$ cat src/rtl/tdc_pkg.sv
package tdc_pkg;

    localparam int REG_AW = 12;
    localparam int DESC_W = 32;
    localparam int CQ_MAX = 14;

    localparam logic [4:0]        TD_TYPE    = 5'h13;
    localparam logic [REG_AW-1:0] FREEQ_ADDR = 12'h004;
    localparam logic [REG_AW-1:0] TX_BASE    = 12'h800;
    localparam logic [REG_AW-1:0] RX_BASE    = 12'h808;
    localparam logic [REG_AW-1:0] CH_STRIDE  = 12'h020;

    typedef struct packed {
        logic              en;
        logic              td;
        logic              starv;
        logic              host;
        logic [CQ_MAX-1:0] cq;
    } chan_ctrl_t;

    typedef enum logic [1:0] {
        ST_IDLE,
        ST_FETCH,
        ST_DATA,
        ST_TEAR
    } seq_state_e;

    // even slot = receive channel, odd slot = transmit channel of port idx/2
    function automatic logic [REG_AW-1:0] slot_addr(input int unsigned idx);
        logic [REG_AW-1:0] port;
        port = REG_AW'(idx >> 1);
        return (idx[0] ? TX_BASE : RX_BASE) + port * CH_STRIDE;
    endfunction

    function automatic logic [31:0] td_word0(input logic is_rx, input logic [4:0] port);
        return {TD_TYPE, 10'd0, is_rx, 11'd0, port};
    endfunction

    function automatic logic [31:0] ctrl_image(input chan_ctrl_t c);
        return {c.en, c.td, 5'd0, c.starv, 9'd0, c.host, c.cq};
    endfunction

endpackage

$ cat src/rtl/tdc_regs.sv
module tdc_regs
    import tdc_pkg::*;
#(
    parameter int NUM_CH = 4,
    parameter int QW     = 8,
    localparam int NSLOT = 2 * NUM_CH,
    localparam int IW    = $clog2(NSLOT)
) (
    input  logic              clk,
    input  logic              rst,
    input  logic              wr_en,
    input  logic [REG_AW-1:0] wr_addr,
    input  logic [31:0]       wr_data,
    input  logic [REG_AW-1:0] rd_addr,
    output logic [31:0]       rd_data,
    input  logic              clr_valid,
    input  logic [IW-1:0]     clr_idx,
    output chan_ctrl_t        ctrl_o [NSLOT],
    output logic [QW-1:0]     free_q
);

    always_ff @(posedge clk) begin
        if (rst) begin
            free_q <= '0;
        end else if (wr_en && wr_addr == FREEQ_ADDR) begin
            free_q <= wr_data[QW-1:0];
        end
    end

    for (genvar j = 0; j < NSLOT; j++) begin : g_slot
        localparam logic [REG_AW-1:0] ADDR  = slot_addr(j);
        localparam bit                IS_RX = (j % 2) == 0;
        chan_ctrl_t q;

        always_ff @(posedge clk) begin
            if (rst) begin
                q <= '0;
            end else if (clr_valid && clr_idx == IW'(j)) begin
                q.en <= 1'b0;
                q.td <= 1'b0;
            end else if (wr_en && wr_addr == ADDR && !q.td) begin
                q.en    <= wr_data[31];
                q.td    <= wr_data[30] & wr_data[31] & q.en;
                q.starv <= IS_RX ? wr_data[24] : 1'b0;
                q.host  <= IS_RX ? wr_data[14] : 1'b0;
                q.cq    <= CQ_MAX'(wr_data[QW-1:0]);
            end
        end

        assign ctrl_o[j] = q;
    end

    always_comb begin
        rd_data = '0;
        if (rd_addr == FREEQ_ADDR) begin
            rd_data = 32'(free_q);
        end
        for (int j = 0; j < NSLOT; j++) begin
            if (rd_addr == slot_addr(j)) begin
                rd_data = ctrl_image(ctrl_o[j]);
            end
        end
    end

endmodule

$ cat src/rtl/tdc_arb.sv
module tdc_arb #(
    parameter int NSLOT = 8,
    localparam int IW   = $clog2(NSLOT)
) (
    input  logic [NSLOT-1:0] pend,
    output logic             pend_any,
    output logic [IW-1:0]    pend_idx
);

    always_comb begin
        pend_any = |pend;
        pend_idx = '0;
        for (int j = NSLOT - 1; j >= 0; j--) begin
            if (pend[j]) begin
                pend_idx = IW'(j);
            end
        end
    end

endmodule

$ cat src/rtl/tdc_seq.sv
module tdc_seq
    import tdc_pkg::*;
#(
    parameter int NUM_CH = 4,
    parameter int QW     = 8,
    localparam int NSLOT = 2 * NUM_CH,
    localparam int IW    = $clog2(NSLOT)
) (
    input  logic                     clk,
    input  logic                     rst,
    input  logic                     pend_any,
    input  logic [IW-1:0]            pend_idx,
    input  chan_ctrl_t               ctrl_i [NSLOT],
    input  logic [QW-1:0]            free_q,
    input  logic [NUM_CH-1:0]        tx_busy,
    input  logic [NUM_CH*DESC_W-1:0] tx_cur_desc,
    output logic                     pop_valid,
    output logic [QW-1:0]            pop_qnum,
    input  logic                     pop_ready,
    input  logic                     pop_empty,
    input  logic [DESC_W-1:0]        pop_addr,
    output logic                     push_valid,
    output logic [QW-1:0]            push_qnum,
    output logic [DESC_W-1:0]        push_addr,
    output logic                     push_is_td,
    output logic [31:0]              push_word0,
    input  logic                     push_ready,
    output logic                     clr_valid,
    output logic [IW-1:0]            clr_idx
);

    seq_state_e        state;
    logic [IW-1:0]     sel;
    logic [QW-1:0]     fetch_q;
    logic [DESC_W-1:0] td_addr;
    logic [DESC_W-1:0] data_addr;
    logic [IW-2:0]     sel_port;
    logic              sel_tx;

    assign sel_port = sel[IW-1:1];
    assign sel_tx   = sel[0];

    always_ff @(posedge clk) begin
        if (rst) begin
            state     <= ST_IDLE;
            sel       <= '0;
            fetch_q   <= '0;
            td_addr   <= '0;
            data_addr <= '0;
        end else begin
            unique case (state)
                ST_IDLE: begin
                    if (pend_any) begin
                        sel     <= pend_idx;
                        fetch_q <= free_q;
                        state   <= ST_FETCH;
                    end
                end
                ST_FETCH: begin
                    if (pop_ready && !pop_empty) begin
                        td_addr <= pop_addr;
                        if (sel_tx && tx_busy[sel_port]) begin
                            data_addr <= tx_cur_desc[sel_port*DESC_W +: DESC_W];
                            state     <= ST_DATA;
                        end else begin
                            state <= ST_TEAR;
                        end
                    end
                end
                ST_DATA: begin
                    if (push_ready) state <= ST_TEAR;
                end
                ST_TEAR: begin
                    if (push_ready) state <= ST_IDLE;
                end
                default: state <= ST_IDLE;
            endcase
        end
    end

    always_comb begin
        pop_valid  = (state == ST_FETCH);
        pop_qnum   = fetch_q;
        push_valid = (state == ST_DATA) || (state == ST_TEAR);
        push_is_td = (state == ST_TEAR);
        push_qnum  = ctrl_i[sel].cq[QW-1:0];
        push_addr  = (state == ST_DATA) ? data_addr : td_addr;
        push_word0 = push_is_td ? td_word0(!sel_tx, 5'(sel_port)) : 32'd0;
        clr_valid  = (state == ST_TEAR) && push_ready;
        clr_idx    = sel;
    end

endmodule

$ cat src/rtl/tdc_top.sv
module tdc_top
    import tdc_pkg::*;
#(
    parameter int NUM_CH = 4,
    parameter int QW     = 8
) (
    input  logic                     clk,
    input  logic                     rst,
    input  logic                     reg_wr_en,
    input  logic [11:0]              reg_wr_addr,
    input  logic [31:0]              reg_wr_data,
    input  logic [11:0]              reg_rd_addr,
    output logic [31:0]              reg_rd_data,
    input  logic [NUM_CH-1:0]        tx_busy,
    input  logic [NUM_CH*32-1:0]     tx_cur_desc,
    output logic                     pop_valid,
    output logic [QW-1:0]            pop_qnum,
    input  logic                     pop_ready,
    input  logic                     pop_empty,
    input  logic [31:0]              pop_addr,
    output logic                     push_valid,
    output logic [QW-1:0]            push_qnum,
    output logic [31:0]              push_addr,
    output logic                     push_is_td,
    output logic [31:0]              push_word0,
    input  logic                     push_ready
);

    localparam int NSLOT = 2 * NUM_CH;
    localparam int IW    = $clog2(NSLOT);

    chan_ctrl_t        ctrl [NSLOT];
    logic [QW-1:0]     free_q;
    logic [NSLOT-1:0]  pend;
    logic              pend_any;
    logic [IW-1:0]     pend_idx;
    logic              clr_valid;
    logic [IW-1:0]     clr_idx;

    for (genvar j = 0; j < NSLOT; j++) begin : g_pend
        assign pend[j] = ctrl[j].en & ctrl[j].td;
    end

    tdc_regs #(.NUM_CH(NUM_CH), .QW(QW)) regs_i (
        .clk       (clk),
        .rst       (rst),
        .wr_en     (reg_wr_en),
        .wr_addr   (reg_wr_addr),
        .wr_data   (reg_wr_data),
        .rd_addr   (reg_rd_addr),
        .rd_data   (reg_rd_data),
        .clr_valid (clr_valid),
        .clr_idx   (clr_idx),
        .ctrl_o    (ctrl),
        .free_q    (free_q)
    );

    tdc_arb #(.NSLOT(NSLOT)) arb_i (
        .pend     (pend),
        .pend_any (pend_any),
        .pend_idx (pend_idx)
    );

    tdc_seq #(.NUM_CH(NUM_CH), .QW(QW)) seq_i (
        .clk         (clk),
        .rst         (rst),
        .pend_any    (pend_any),
        .pend_idx    (pend_idx),
        .ctrl_i      (ctrl),
        .free_q      (free_q),
        .tx_busy     (tx_busy),
        .tx_cur_desc (tx_cur_desc),
        .pop_valid   (pop_valid),
        .pop_qnum    (pop_qnum),
        .pop_ready   (pop_ready),
        .pop_empty   (pop_empty),
        .pop_addr    (pop_addr),
        .push_valid  (push_valid),
        .push_qnum   (push_qnum),
        .push_addr   (push_addr),
        .push_is_td  (push_is_td),
        .push_word0  (push_word0),
        .push_ready  (push_ready),
        .clr_valid   (clr_valid),
        .clr_idx     (clr_idx)
    );

endmodule

$ cat config.mk
export PLATFORM = sky130hd
export DESIGN_NAME = tdc_top
export DESIGN_NICKNAME = d
export VERILOG_FILES = /design/src/rtl/tdc_pkg.sv /design/src/rtl/tdc_regs.sv /design/src/rtl/tdc_arb.sv /design/src/rtl/tdc_seq.sv /design/src/rtl/tdc_top.sv
export SDC_FILE = /design/constraint.sdc
export NUM_CORES = 1
export LEC_CHECK = 0
export CAP_MARGIN = 15
export CORE_AREA = 5 5 137 139
export CTS_BUF_LIST = sky130_fd_sc_hd__clkbuf_4 sky130_fd_sc_hd__clkbuf_8
export DETAILED_ROUTE_END_ITERATION = 16
export DIE_AREA = 0 0 142 144
export DONT_BUFFER_PORTS = 1
export PLACE_DENSITY = 0.81
export SYNTH_ARGS = -nofsm -noshare
export SYNTH_HDL_FRONTEND = slang
export SYNTH_HIERARCHICAL = 1
export SYNTH_SLANG_ARGS = --single-unit
$ cat constraint.sdc
create_clock -name clk -period 3.5 [get_ports clk]
set_input_delay 0.35 -clock clk [delete_from_list [all_inputs] [get_ports clk]]
set_output_delay 0.35 -clock clk [all_outputs]
set_load 0.02 [all_outputs]
==> results of run 1 <==
-- sequential cells by signal (all words and copies together), names as in the netlist --
name and count:
seq_i/td_addr 32, seq_i/data_addr 32, regs_i/ctrl_o 88, seq_i/state 2
seq_i/pop_qnum 8, seq_i/clr_idx 3, regs_i/free_q 8
-- metal layers --
metal  GRT usage, %  share of wire, %
met2          41.69                48
met3          9.921                11
met5              0             0.039
met4          10.86               3.8
met1          32.01                37
-- path summary, 6_finish.rpt --
check,to,slack (ns),cells after the start
max,push_qnum[4],0.61,3
min,seq_i/td_addr[12]$_SDFFE_PP0P_,0.03,2
max reg2reg,regs_i/ctrl_o[21]$_SDFFE_PP0P_,0.99,7
min reg2reg,seq_i/td_addr[11]$_SDFFE_PP0P_,0.46,2
-- layout make-up --
class | instances | area share, %
clock inverter | 15 | 1.920
inverter | 9 | 0.3303
sequential | 173 | 33.91
tap | 229 | 2.801
timing repair buffer | 40 | 3.768
antenna | 3 | 0.07339
multi-input combinational | 791 | 54.91
clock buffer | 17 | 2.287
-- timing repair --
| action | in CTS | in global routing |
|---|---|---|
| resized for setup | 0 | 0 |
| hold endpoints to repair | 170 | 0 |
| hold buffers | 27 | 0 |
-- placed cells by master (no fill, tap or decap), types with 7 or more instances in the layout --
cell type	instances
inv_1	9
dlygate4sd3_1	26
o21ai_0	17
nand2_1	170
nand2b_1	7
nor2_1	103
inv_8	7
nor2b_1	7
a21oi_1	92
mux4_2	51
nand3_1	12
a31oi_1	9
and2_1	13
clkbuf_8	17
buf_4	13
nor3_1	24
mux2_2	42
o22ai_1	8
dfxtp_1	171
mux2i_1	96
conb_1	46
-- stage by stage --
stage	instances	setup slack, ns
final	1277	0.6061
after global routing	1274	0.4877
after CTS	1274	0.5649
after detailed placement	1215	0.8915
after global placement	1215	0.8611
after floorplan	1104	1.066
-- power by group through the flow --
stage / logic (mW) / clock network, mW / registers (mW)
4_1_cts: 0.178 / 1.54 / 1.97
5_1_grt: 0.191 / 1.62 / 1.97
3_3_place_gp: 0.119 / 0 / 2.01
2_1_floorplan: 0.191 / 0 / 2.01
3_5_place_dp: 0.119 / 0 / 2.01
6_report: 0.180 / 1.50 / 1.97
==> flow_metrics.env, run 1 <==
export IMPL_grt_pass1_vias=7698
export IMPL_grt_pass1_wl_microns=42210
export IMPL_p_total_mw=3.647
export IMPL_fin_crit_sh_pct=82.68
export IMPL_viasPerCell=6.297
export IMPL_finalWirelength_microns=28420
export IMPL_outcome="finished, final reports clean"
export IMPL_drt_first_pass_iters=5
export IMPL_hold_path_startpoint="pop_addr[12]"
export IMPL_die_h_microns=144
export IMPL_io_pins=341
export IMPL_htreeDepth=4
export IMPL_syn_avg_cell_area_sq_um=9.144
export IMPL_power_switching_mw=0.9352
export IMPL_cts_buffers=17
export IMPL_start_util_pct=55.28
export IMPL_fillers=1508
export IMPL_gp_congestion=0.8911
export IMPL_multi_input_area_sq_um=5617
export IMPL_grt_use_total_pct=26.16
export IMPL_min_path_type="input pin to flip-flop"
export IMPL_clkSinkCount=173
export IMPL_netlist_area_sq_um=9693
export IMPL_power_leakage_nw=3.973
export IMPL_cts_setup_buffers=0
export IMPL_cts_buffer_depth=2
export IMPL_criticalPathCategory="flip-flop to output pin"
export IMPL_hold_ws_ns=0.02720
export IMPL_sequentialPowerShare_pct=53.9
export IMPL_syn_to_final_growth_pct=5.525
export IMPL_setup_worst_path_end_class="output pin"
export IMPL_required_ns=3.15
export IMPL_worstPathMaxFanout=16
export IMPL_antenna_found_initial=2
export IMPL_r2r_start="seq_i/state[1]$_SDFFE_PP0P_"
export IMPL_placed_area_sq_um=9503
export IMPL_finalSetupViolCount=0
export IMPL_fin_skew_ns=0.01777
export IMPL_grt_overflow=0
export IMPL_netlist_instances=1060
export IMPL_drive_above_1_share_pct=15.12
export IMPL_register_area_sq_um=3468
export IMPL_path_clk_slew_ns=0.09
export IMPL_dr_total_vias=8041
export IMPL_tns_ns=0
export IMPL_finalCriticalPeriod_ns=2.894
export IMPL_p_int_mw=2.711
export IMPL_path_cells="buf_4, mux4_2, mux2_2"
export IMPL_slew_headroom_pct=44.83
export IMPL_avgRoutedWirePerCell_microns=22.25
export IMPL_drcViolationCount=0
export IMPL_rsz0062_at_grt="no"
export IMPL_cts_tree="done"
export IMPL_num_rows=49
export IMPL_port_buffers=0
export IMPL_insertion_delay_ns=0.47
export IMPL_final_util_pct=58.33
export IMPL_startpoint_type="flip-flop"
export IMPL_die_w_microns=142
export IMPL_clockRootBuffer="clkbuf_8"
export IMPL_yosys_warnings=6
export IMPL_final_nets=1263
export IMPL_fin_area_sq_um=10230
export IMPL_ir_worst_vdd_mv=0.2218
export IMPL_drv_slew=0
export IMPL_cap_viol_max_count=0
export IMPL_grt_max_degree=171
export IMPL_tightest_slew_ns=0.8276
export IMPL_powerDensity_nw_per_um2=356.5
export IMPL_combPwrFrac_pct=4.9
export IMPL_switching_share_pct=25.65
export IMPL_cp_top_family="multiplexers"
export IMPL_max_stage_delay_ns=0.70
export IMPL_die_area_sq_um=20450
export IMPL_arrival_ns=2.54
export IMPL_timing_hold_violations_final=0
export IMPL_core_region_area_sq_um=17530
export IMPL_cp_buffers_inverters=1
export IMPL_critPathLaunch="seq_i/clr_idx[0]$_SDFFE_PP0P_"
export IMPL_fmax_mhz=345.6
export IMPL_drt_antenna_violating_nets=0
export IMPL_drt_iter0_markers=679
export IMPL_hpwl_microns=20470
export IMPL_cp_slowest_cell="dfxtp_1"
export IMPL_p_clk_share_pct=41.1
No activity file was read; power rests on OpenSTA's default activity.
==> run 2: changes to the inputs <==
--- a/config.mk
+++ b/config.mk
@@ -5,13 +5,14 @@
 export SDC_FILE = /design/constraint.sdc
 export NUM_CORES = 1
 export LEC_CHECK = 0
+export ABC_AREA = 1
 export CAP_MARGIN = 15
-export CORE_AREA = 5 5 137 139
+export CORE_AREA = 5 5 141 143
 export CTS_BUF_LIST = sky130_fd_sc_hd__clkbuf_4 sky130_fd_sc_hd__clkbuf_8
 export DETAILED_ROUTE_END_ITERATION = 16
-export DIE_AREA = 0 0 142 144
+export DIE_AREA = 0 0 146 148
 export DONT_BUFFER_PORTS = 1
-export PLACE_DENSITY = 0.81
+export PLACE_DENSITY = 0.84
 export SYNTH_ARGS = -nofsm -noshare
 export SYNTH_HDL_FRONTEND = slang
 export SYNTH_HIERARCHICAL = 1
==> constraint.sdc (replaced) <==
create_clock -name clk -period 2.4 [get_ports clk]
set_input_delay 0.24 -clock clk [delete_from_list [all_inputs] [get_ports clk]]
set_output_delay 0.24 -clock clk [all_outputs]
set_load 0.02 [all_outputs]
==> flow_metrics.env, run 2 <==
export IMPL_outcome="finished, final reports clean"
export IMPL_port_buffers=0
export IMPL_setup_ws_ns=0.1186
export IMPL_dp_slack_ns=0.3400
export IMPL_start_util_pct=55.90
export IMPL_cts_setup_buffers=0
export IMPL_path_clk_slew_ns=0.10
export IMPL_min_path_type="input pin to flip-flop"
export IMPL_busiest_layer="met2"
export IMPL_gp_congestion=0.9524
export IMPL_use_met2_pct=47.99
export IMPL_rsz0062_at_grt="no"
export IMPL_cts_tree="done"
export IMPL_r2r_start="seq_i/state[1]$_SDFFE_PP0P_"
export IMPL_grt_overflow=0
export IMPL_cp_slowest_cell="buf_4"
export IMPL_final_nets=1836
export IMPL_clockRootBuffer="clkbuf_8"
export IMPL_die_w_microns=146
export IMPL_viasPerCell=5.700
export IMPL_fin_skew_ns=0.01718
export IMPL_timing_hold_violations_final=0
export IMPL_grtUsageMet3_pct=6.836
export IMPL_setup_worst_path_end_class="output pin"
export IMPL_hpwl_microns=23710
export IMPL_dr_total_vias=10585
export IMPL_grt_pass1_wl_microns=51580
export IMPL_finalCriticalPeriod_ns=2.281
export IMPL_grt_pass1_vias=9674
export IMPL_worstPathMaxFanout=39
export IMPL_htreeDepth=4
export IMPL_startpoint_type="flip-flop"
export IMPL_largest_register_ff_count=88
export IMPL_mostFrequentLayoutCells="o21ai_0, nor2_1, inv_1, nand2_1, dfxtp_1"
export IMPL_grt_util_met1_pct=36.98
export IMPL_grt_use_total_pct=29.42
export IMPL_grt_max_degree=73
export IMPL_drcViolationCount=0
export IMPL_max_stage_delay_ns=0.42
export IMPL_syn_avg_cell_area_sq_um=6.529
export IMPL_die_area_sq_um=21610
export IMPL_drv_slew=0
export IMPL_required_ns=2.16
export IMPL_fmax_mhz=438.3
export IMPL_io_pins=341
export IMPL_yosys_warnings=6
export IMPL_cp_buffers_inverters=1
export IMPL_hold_path_startpoint="pop_addr[1]"
export IMPL_netlist_instances=1580
export IMPL_tightest_slew_ns=0.7134
export IMPL_cap_viol_max_count=0
export IMPL_slew_headroom_pct=51.94
export IMPL_drt_first_pass_iters=6
export IMPL_netlist_area_sq_um=10320
export IMPL_critPathLaunch="seq_i/clr_idx[0]$_SDFFE_PP0P_"
export IMPL_powerDensity_nw_per_um2=549.0
export IMPL_arrival_ns=2.04
export IMPL_fin_crit_sh_pct=95.06
export IMPL_drt_antenna_violating_nets=0
export IMPL_avgRoutedWirePerCell_microns=17.95
export IMPL_criticalPathCategory="flip-flop to output pin"
export IMPL_drive_above_1_share_pct=8.838
export IMPL_cpMostUsedCell="nand2_1"
export IMPL_drt_iter0_markers=1060
export IMPL_tns_ns=0
export IMPL_clkSinkCount=173
export IMPL_insertion_delay_ns=0.46
export IMPL_power_leakage_nw=4.719
export IMPL_syn_to_final_growth_pct=9.388
export IMPL_finalWirelength_microns=33340
export IMPL_cts_buffers=17
export IMPL_final_common_cell="o21ai_0"
export IMPL_cts_buffer_depth=2
export IMPL_antenna_found_initial=6
export IMPL_core_region_area_sq_um=18460
export IMPL_die_h_microns=148
export IMPL_path_cells="buf_4, o21ai_0, o22ai_1, nand2_1, nand2_1"
export IMPL_cp_top_family="compound AO/OA/AOI/OAI gates"
export IMPL_finalSetupViolCount=0
export IMPL_ir_worst_vdd_mv=0.3720
export IMPL_num_rows=50
[run 2: area by class of cell]
cell class | count | area, sq um
Fill cell | 1633 | 7171
Multi-Input combinational cell | 1090 | 5344
Sequential cell | 173 | 3465
Timing Repair Buffer | 106 | 938.4
Inverter | 217 | 819.5
Tap cell | 234 | 292.8
Clock buffer | 17 | 234.0
Clock inverter | 15 | 178.9
Antenna cell | 5 | 12.51
[run 2: path summary, 6_finish.rpt]
path	to	slack, ns	cells after the start
setup / recovery	push_qnum[1]	0.12	5
hold / removal	seq_i/td_addr[1]$_SDFFE_PP0P_	0.04	2
setup reg to reg	regs_i/ctrl_o[114]$_SDFFE_PP0P_	0.30	11
hold reg to reg	regs_i/ctrl_o[104]$_SDFFE_PP0P_	0.45	2
[run 2: what timing repair did]
action,in CTS,in global routing
resized for setup,0,2
hold buffers,42,0
endpoints found under the setup margin,0,22
endpoints found under the hold margin,116,0
[run 2: through the flow]
step	cell area [sq um]	power (mW)	hold WS, ns	util, %	std cells
CTS	11260	6.196	0.003104	61.02	1852
finish	11280	6.195	0.03537	61.15	1857
floorplan	10480	3.817	0.3091	-	1624
global placement	10430	3.994	0.3172	56.50	1778
detailed placement	10430	4.021	0.3191	56.50	1778
global route	11280	6.487	0.05079	61.15	1857
[run 2: power breakdown]
part / leakage (nW) / internal (mW) / total [mW] / switching [mW]
combinational: 3.13 / 0.347 / 1.09 / 0.748
clock: 0.195 / 0.960 / 2.12 / 1.16
sequential: 1.39 / 2.94 / 2.98 / 0.0381
[run 2: layer usage]
metal,routed length [microns],vias to the layer above,share of wire (%)
met5,7,-,0.021
met4,1415,2,4.2
met3,3392,94,10
li1,-,5101,-
met2,15700,637,47
met1,12820,4751,38
==> run 3: changes to the inputs <==
--- a/config.mk
+++ b/config.mk
@@ -7,13 +7,12 @@
 export LEC_CHECK = 0
 export ABC_AREA = 1
 export CAP_MARGIN = 15
-export CORE_AREA = 5 5 141 143
+export CORE_AREA = 5 5 134 136
 export CTS_BUF_LIST = sky130_fd_sc_hd__clkbuf_4 sky130_fd_sc_hd__clkbuf_8
 export DETAILED_ROUTE_END_ITERATION = 16
-export DIE_AREA = 0 0 146 148
+export DIE_AREA = 0 0 139 141
 export DONT_BUFFER_PORTS = 1
-export PLACE_DENSITY = 0.84
+export PLACE_DENSITY = 0.81
 export SYNTH_ARGS = -nofsm -noshare
 export SYNTH_HDL_FRONTEND = slang
-export SYNTH_HIERARCHICAL = 1
 export SYNTH_SLANG_ARGS = --single-unit
==> constraint.sdc (replaced) <==
create_clock -name clk -period 2.6 [get_ports clk]
set_input_delay 0.26 -clock clk [delete_from_list [all_inputs] [get_ports clk]]
set_output_delay 0.26 -clock clk [all_outputs]
set_load 0.02 [all_outputs]
==> flow_metrics.env, run 3 <==
export IMPL_die_w_microns=139
export IMPL_viasPerCell=5.969
export IMPL_setup_worst_path_end_class="output pin"
export IMPL_finalWirelength_microns=35780
export IMPL_powerDensity_nw_per_um2=515.4
export IMPL_cts_buffers=17
export IMPL_num_rows=48
export IMPL_start_util_pct=57.19
export IMPL_outcome="finished, final reports clean"
export IMPL_criticalPathCategory="flip-flop to output pin"
export IMPL_path_clk_slew_ns=0.09
export IMPL_multi_input_area_sq_um=5066
export IMPL_port_buffers=0
export IMPL_yosysTopAreaCellShare_pct=36.01
export IMPL_grt_pass1_wl_microns=53320
export IMPL_ys_types=34
export IMPL_htreeDepth=4
export IMPL_netlist_area_sq_um=9617
export IMPL_yosys_warnings=0
export IMPL_drt_iter0_markers=1154
export IMPL_syn_to_final_growth_pct=8.860
export IMPL_fillers=1600
export IMPL_gp_congestion=1.006
export IMPL_rsz0062_at_grt="yes"
export IMPL_clockRootBuffer="clkbuf_8"
export IMPL_p_total_mw=5.396
export IMPL_synthFlopType="dfxtp_1"
export IMPL_hold_end="regs_i.ctrl_o[53]$_SDFFE_PP0P_"
export IMPL_synthTopCellsByCount="o21ai_0, nand2_1, a21oi_1"
export IMPL_die_h_microns=141
export IMPL_drt_antenna_violating_nets=0
export IMPL_dp_slack_ns=0.4439
export IMPL_synth_seq_area_share_pct=36.01
export IMPL_final_common_cell="o21ai_0"
export IMPL_ys_ff_latch=173
export IMPL_final_nets=1712
export IMPL_synth_edf_count=0
export IMPL_ir_worst_vdd_mv=0.4027
export IMPL_yosysMostFrequentCell="o21ai_0"
export IMPL_drive_above_1_share_pct=7.904
export IMPL_grtUsageMet3_pct=8.548
export IMPL_tightest_slew_ns=0.8592
export IMPL_insertion_delay_ns=0.46
export IMPL_min_path_type="input pin to flip-flop"
export IMPL_worstPathMaxFanout=13
export IMPL_arrival_ns=2.29
export IMPL_grt_max_degree=67
export IMPL_avgRoutedWirePerCell_microns=20.73
export IMPL_placed_area_sq_um=9734
export IMPL_clkSinkCount=173
export IMPL_dp_cells=1656
export IMPL_setup_ws_ns=0.05213
export IMPL_startpoint_type="flip-flop"
export IMPL_r2r_start="seq_i.clr_idx[1]$_SDFFE_PP0P_"
export IMPL_io_pins=341
export IMPL_die_area_sq_um=19600
export IMPL_fin_crit_sh_pct=97.99
export IMPL_hpwl_microns=26750
export IMPL_synth_area_leaders="dfxtp_1, o21ai_0, a21oi_1, nand2_1, nor2_1"
export IMPL_synthArstFlopShare_pct=0
export IMPL_fin_skew_ns=0.01243
export IMPL_rr_endpoint="seq_i.data_addr[12]$_SDFFE_PP0P_"
export IMPL_finalSetupViolCount=0
export IMPL_cts_buffer_depth=2
export IMPL_grt_pass1_vias=9531
export IMPL_cap_viol_max_count=0
export IMPL_rr_worst_depth=7
export IMPL_drv_slew=0
export IMPL_holdPathStages=2
export IMPL_dr_total_vias=10302
export IMPL_grt_util_met1_pct=41.91
export IMPL_grt_use_total_pct=34.63
export IMPL_drcViolationCount=0
export IMPL_finalCriticalPeriod_ns=2.548
export IMPL_register_area_sq_um=3465
export IMPL_core_region_area_sq_um=16820
export IMPL_hold_path_startpoint="reg_wr_data[31]"
export IMPL_required_ns=2.34
export IMPL_netlist_instances=1465
export IMPL_grt_overflow=0
export IMPL_use_met2_pct=60.68
export IMPL_busiest_layer="met2"
export IMPL_antenna_found_initial=8
export IMPL_rrSetupSlack_ns=0.38
export IMPL_power_leakage_nw=4.118
export IMPL_timing_hold_violations_final=0
export IMPL_largest_register_ff_count=88
export IMPL_cts_tree="done"
export IMPL_hold_ws_ns=0.02176
export IMPL_synth_area_leader_cell="dfxtp_1"
export IMPL_final_cells=1726
export IMPL_slew_headroom_pct=42.48
export IMPL_drt_first_pass_iters=6
export IMPL_syn_avg_cell_area_sq_um=6.564
export IMPL_mostFrequentLayoutCells="o21ai_0, nand2_1, a21oi_1, dfxtp_1, nor2_1"
export IMPL_fin_area_sq_um=10470
export IMPL_fmax_mhz=392.5
-- run 3: worst max-delay path: stages (launching register included) --
cell	delay [ns]
dfxtp_1	0.42
nand2_1	0.16
inv_1	0.42
a22oi_1	0.18
a32oi_1	0.41
buf_4	0.22
-- run 3: per-stage QoR --
step / setup TNS, ns / util (%)
6_report: 0 / 62.25
2_1_floorplan: 0 / -
5_1_grt: -0.06666 / 62.19
3_5_place_dp: 0 / 57.89
4_1_cts: 0 / 61.99
3_3_place_gp: 0 / 57.89
-- run 3: worst max-delay path by stage --
stage | end | startpoint | cells past startpoint
after CTS | push_qnum[5] | seq_i.clr_idx[0]$_SDFFE_PP0P_ | 8
after detailed placement | seq_i.data_addr[12]$_SDFFE_PP0P_ | seq_i.clr_idx[1]$_SDFFE_PP0P_ | 7
after global placement | seq_i.data_addr[4]$_SDFFE_PP0P_ | seq_i.clr_idx[1]$_SDFFE_PP0P_ | 7
after floorplan | seq_i.td_addr[23]$_SDFFE_PP0P_ | seq_i.state[1]$_SDFFE_PP0P_ | 8
final | push_qnum[0] | seq_i.clr_idx[0]$_SDFFE_PP0P_ | 5
after global routing | push_qnum[5] | seq_i.clr_idx[0]$_SDFFE_PP0P_ | 7
-- run 3: report_power, final --
part / internal [mW] / switching (mW)
registers: 2.70 / 0.0254
logic: 0.223 / 0.587
clock network: 0.799 / 1.06
total: 3.73 / 1.67
-- run 3: logic make-up after synthesis --
family	count (synthesis)	share of synthesized area, %
and+or+nand+nor	518	22.64
AOI/OAI and AO/OA	501	27.54
buffers and inverters	267	13.11
DFF	173	36.01
adders and majority gates	5	0.6505
other	1	0.03899
-- run 3: cell type report --
cell class / instances / share of cell area [%]
repair buffers: 82 / 7.052
clock inverters: 13 / 1.267
multi-input cells: 1070 / 48.39
diodes: 8 / 0.1912
clock buffers: 18 / 2.366
well taps: 225 / 2.689
flip-flops and latches: 173 / 33.09
inverters: 137 / 4.948
-- run 3: what timing repair did --
item,CTS,global route
endpoints found under the setup margin,0,3
buffers inserted,0,1
hold buffers,30,0
hold endpoints to repair,84,0
resized for setup,0,1
-- run 3: per-layer routing --
| metal | wire [microns] | vias to the layer above |
|---|---|---|
| li1 | - | 4863 |
| met1 | 13460 | 4770 |
| met2 | 17730 | 579 |
| met3 | 3454 | 84 |
| met4 | 1101 | 6 |
| met5 | 37 | - |
